==> src/rtl/dma_arb_pkg.sv <==
package dma_arb_pkg;
  localparam int LVL_W = 2;
  typedef logic [LVL_W-1:0] lvl_t;
endpackage

==> src/rtl/dma_first_one.sv <==
// Lowest-index selector: one-hot mask, encoded index and an any flag.
module dma_first_one #(
  parameter int W  = 4,
  parameter int IW = (W > 1) ? $clog2(W) : 1
) (
  input  logic [W-1:0]  req,
  output logic [W-1:0]  onehot,
  output logic [IW-1:0] idx,
  output logic          any
);
  logic [W:0] seen;
  assign seen[0] = 1'b0;

  for (genvar i = 0; i < W; i++) begin : g_chain
    assign onehot[i]  = req[i] & ~seen[i];
    assign seen[i+1]  = seen[i] | req[i];
  end

  assign any = seen[W];

  always_comb begin
    idx = '0;
    for (int i = W - 1; i >= 0; i--) begin
      if (req[i]) idx = IW'(i);
    end
  end
endmodule

==> src/rtl/dma_level_gate.sv <==
// Permits DMA only while its programmed level is not below the CPU level.
module dma_level_gate
  import dma_arb_pkg::*;
(
  input  lvl_t dma_lvl,
  input  lvl_t cpu_lvl,
  output logic allow
);
  assign allow = (dma_lvl >= cpu_lvl);
endmodule

==> src/rtl/dma_irq_tracker.sv <==
// Holds per-channel completion marks and presents the lowest one.
module dma_irq_tracker #(
  parameter int N  = 4,
  parameter int IW = (N > 1) ? $clog2(N) : 1
) (
  input  logic          clk,
  input  logic          rst,
  input  logic [N-1:0]  done,
  input  logic          ack,
  output logic          vld,
  output logic [IW-1:0] vec
);
  logic [N-1:0]  pend_q;
  logic [N-1:0]  pend_nxt;
  logic [N-1:0]  clr_mask;
  logic [N-1:0]  pick_oh;
  logic [IW-1:0] pick_idx;
  logic          pick_any;

  always_comb begin
    clr_mask = '0;
    if (ack && vld) clr_mask[vec] = 1'b1;
    pend_nxt = (pend_q & ~clr_mask) | done;
  end

  dma_first_one #(.W(N), .IW(IW)) u_pick (
    .req    (pend_nxt),
    .onehot (pick_oh),
    .idx    (pick_idx),
    .any    (pick_any)
  );

  always_ff @(posedge clk) begin
    if (rst) begin
      pend_q <= '0;
      vld    <= 1'b0;
      vec    <= '0;
    end else begin
      pend_q <= pend_nxt;
      vld    <= pick_any;
      vec    <= pick_idx;
    end
  end
endmodule

==> src/rtl/dma_prio_arbiter.sv <==
module dma_prio_arbiter
  import dma_arb_pkg::*;
#(
  parameter int N_CH = 4,
  parameter int IDX_W = (N_CH > 1) ? $clog2(N_CH) : 1
) (
  input  logic              clk,
  input  logic              rst,
  input  logic [N_CH-1:0]   dma_req,
  input  logic [1:0]        dma_lvl,
  input  logic [1:0]        cpu_lvl,
  input  logic              irq_pend,
  input  logic [N_CH-1:0]   ch_done,
  input  logic [1:0]        irq_lvl_cfg,
  input  logic              irq_ack,
  output logic [N_CH-1:0]   dma_gnt,
  output logic              irq_take,
  output logic              ch_irq_valid,
  output logic [IDX_W-1:0]  ch_irq_vec,
  output logic [1:0]        ch_irq_lvl
);
  logic              allow;
  logic [N_CH-1:0]   gated_req;
  logic [N_CH-1:0]   gnt_nxt;
  logic [IDX_W-1:0]  gnt_idx_unused;
  logic              gnt_any;

  dma_level_gate u_gate (
    .dma_lvl (lvl_t'(dma_lvl)),
    .cpu_lvl (lvl_t'(cpu_lvl)),
    .allow   (allow)
  );

  assign gated_req = allow ? dma_req : '0;

  dma_first_one #(.W(N_CH), .IW(IDX_W)) u_grant_pick (
    .req    (gated_req),
    .onehot (gnt_nxt),
    .idx    (gnt_idx_unused),
    .any    (gnt_any)
  );

  always_ff @(posedge clk) begin
    if (rst) begin
      dma_gnt    <= '0;
      irq_take   <= 1'b0;
      ch_irq_lvl <= '0;
    end else begin
      dma_gnt    <= gnt_nxt;
      irq_take   <= irq_pend & ~gnt_any;
      ch_irq_lvl <= irq_lvl_cfg;
    end
  end

  dma_irq_tracker #(.N(N_CH), .IW(IDX_W)) u_irq (
    .clk  (clk),
    .rst  (rst),
    .done (ch_done),
    .ack  (irq_ack),
    .vld  (ch_irq_valid),
    .vec  (ch_irq_vec)
  );
endmodule

==> config.mk <==
export PLATFORM = sky130hd
export DESIGN_NAME = dma_prio_arbiter
export DESIGN_NICKNAME = d
export VERILOG_FILES = /design/src/rtl/dma_arb_pkg.sv /design/src/rtl/dma_first_one.sv /design/src/rtl/dma_level_gate.sv /design/src/rtl/dma_irq_tracker.sv /design/src/rtl/dma_prio_arbiter.sv
export SDC_FILE = /design/constraint.sdc
export NUM_CORES = 1
export LEC_CHECK = 0
export ABC_AREA = 1
export BUFFER_PORTS_ARGS = -buffer_cell sky130_fd_sc_hd__buf_2
export CORE_MARGIN = 2
export CORE_UTILIZATION = 35
export CTS_CLUSTER_SIZE = 10
export DETAILED_ROUTE_END_ITERATION = 10
export PLACE_DENSITY = 0.65
export SYNTH_ARGS = -nofsm -noshare
export SYNTH_HDL_FRONTEND = slang
export SYNTH_SLANG_ARGS = --single-unit
==> constraint.sdc <==
create_clock -name clk -period 1.4 [get_ports clk]
set_clock_uncertainty 0.05 [all_clocks]
set_input_delay 0.42 -clock clk [delete_from_list [all_inputs] [get_ports clk]]
set_output_delay 0.42 -clock clk [all_outputs]
set_load 0.01 [all_outputs]
==> results.sh <==
export IMPL_dp_hpwl_um=844
export IMPL_drv_slew=0
export IMPL_numPortBuffers=27
export IMPL_post_drt_wl_per_cell_um=8.208
export IMPL_drt_total_wl_mm=1.026
export IMPL_drtAntennaViolNets=0
export IMPL_r2r_slack_ns=0.31
export IMPL_path_delay_family="flip-flops"
export IMPL_arrival_ns=0.83
export IMPL_hold_buffers=0
export IMPL_cellPowerDensity_mw_per_mm2=1099
export IMPL_htreeDepth=1
export IMPL_grt_pass1_vias=421
export IMPL_yosys_warnings=0
export IMPL_max_stage_delay_ns=0.40
export IMPL_fill_cells=172
export IMPL_first_pass_iters=4
export IMPL_final_cell_mix="buf_2, nand2_1, inv_1"
export IMPL_die_area_mm2=0.001985
export IMPL_clock_sinks=14
export IMPL_synth_seq_area_share_pct=48.70
export IMPL_nets=130
export IMPL_rows=14
export IMPL_final_common_cell="buf_2"
export IMPL_clk_latency_ns=0.28
export IMPL_syn_num_nets=99
export IMPL_start_util_pct=37.77
export IMPL_drtIter0Drc=6
export IMPL_place_congestion=0.7452
export IMPL_tightest_slew_ns=0.1982
export IMPL_drive_gt1_share_pct=33.03
export IMPL_max_slew_margin_rel_pct=86.78
export IMPL_fin_crit_ns=1.301
export IMPL_path_cells="buf_2"
export IMPL_multi_input_area_um2=230.2
export IMPL_dp_slack_ns=-0.09581
export IMPL_cts_root_buf="clkbuf_4"
export IMPL_grtUsageTotal_pct=11.67
export IMPL_status="complete, no violations"
export IMPL_cellLeakagePower_nw=0.4364
export IMPL_cts_inserted_buffers=3
export IMPL_post_cts_buffers=0
export IMPL_path_class="flop to output pin"
export IMPL_path_max_fanout=5
export IMPL_syn_avg_cell_area_um2=7.285
export IMPL_fmax_mhz=768.6
export IMPL_remaining_drc_errors=0
export IMPL_dieHeight_um=44.55
export IMPL_coreArea_mm2=0.001524
export IMPL_synthDistinctLibCells=14
export IMPL_critPathLaunchType="flop"
export IMPL_post_cts_resized=0
export IMPL_cts_tree="yes"
export IMPL_cp_slowest_cell="dfxtp_1"
export IMPL_required_ns=0.93
export IMPL_vias_per_cell=4.312
export IMPL_setup_viol=0
export IMPL_io_pins=28
export IMPL_worst_slack_ns=0.09899
export IMPL_seq_area_um2=280.3
export IMPL_syn_area_um2=575.6
export IMPL_totalPowerFinal_mw=0.8384
export IMPL_finalHoldViolations=0
export IMPL_syn_to_final_growth_pct=32.61
export IMPL_grt_overflow=0
export IMPL_period_share_pct=92.93
export IMPL_cp_end_kind="output pin"
export IMPL_ys_ff_latch=14
export IMPL_cts_buffer_depth=2
export IMPL_grt_max_degree=12
export IMPL_rsz0062_at_grt="no"
export IMPL_grt_pass1_wl_mm=1.628
export IMPL_clk_pin_slew_ns=0.09
export IMPL_crit_buf_inv=1
export IMPL_die_width_um=44.55
export IMPL_holdCritPathClass="primary input to flop"
export IMPL_diodes=0
export IMPL_antenna_found_initial=0
export IMPL_num_vias=539
export IMPL_cap_violations=0
export IMPL_peakVddDrop_mv=0.4965
export IMPL_syn_instance_count=79
-- final timing paths --
check,startpoint,end,cells past startpoint
setup / recovery,u_irq.vec[0],ch_irq_vec[0],1
hold / removal,dma_req[0],dma_gnt[1],2
setup reg to reg,u_irq.vec[0],u_irq.vld,5
hold reg to reg,u_irq.pend_q[3],u_irq.pend_q[3],2
-- state kept, by name, summed over array words and instances (netlist names) --
name          flops
u_irq.pend_q      4
u_irq.vec         2
irq_take          1
u_irq.vld         1
dma_gnt           4
ch_irq_lvl        2
-- cells in the mapped netlist --
library cell	number	area (µm²)
nand2_1	19	71.32
inv_1	15	56.30
dfxtp_1	14	280.3
nor2_1	14	52.55
nand3_1	3	15.01
o21ai_1	3	15.01
a21oi_1	2	10.01
a21oi_2	2	17.52
ha_1	2	25.02
clkbuf_1	1	3.750
clkinv_2	1	5.000
nand2_2	1	6.260
nor3_1	1	5.000
nor3b_2	1	12.51
-- cell type report --
| class | instances | area share [%] |
|---|---|---|
| Sequential cell | 14 | 36.72 |
| Multi-Input combinational cell | 48 | 30.16 |
| Timing Repair Buffer | 27 | 17.70 |
| Inverter | 16 | 8.033 |
| Clock buffer | 4 | 4.754 |
| Tap cell | 16 | 2.623 |
-- logic make-up after synthesis --
family | share of synthesized area (%)
AO/OA/AOI/OAI | 7.391
adder cells (fa/ha/maj) | 4.347
buffers and inverters | 11.30
flip-flops | 48.70
AND/OR/NAND/NOR | 28.26
-- through the flow --
step,hold WS (ns),area [µm²],std cells,utilization [%],TNS [ns]
2_1_floorplan,0.4210,575.6,79,-,0
5_1_grt,0.2619,763.2,125,50.08,0
6_report,0.2790,763.2,125,50.08,0
3_5_place_dp,0.4506,726.9,121,47.70,-0.2742
4_1_cts,0.2700,763.2,125,50.08,0
3_3_place_gp,0.4370,726.9,121,47.70,-0.1479
-- power breakdown --
part	total (mW)	switching, mW	leakage (nW)	internal [mW]
logic	0.121	0.0677	0.300	0.0536
clock network	0.288	0.130	0.0210	0.158
registers	0.430	0.00885	0.116	0.421
total	0.838	0.206	0.436	0.632
-- layer usage --
layer | routed length, µm | track usage (%) | vias to the layer above
li1 | - | - | 294
met1 | 486 | 15.21 | 219
met2 | 423 | 15.07 | 24
met3 | 110 | 6.939 | 2
met4 | 6 | 5.455 | 0
met5 | 0 | 0 | -
Power figures use the tool's default switching activity.
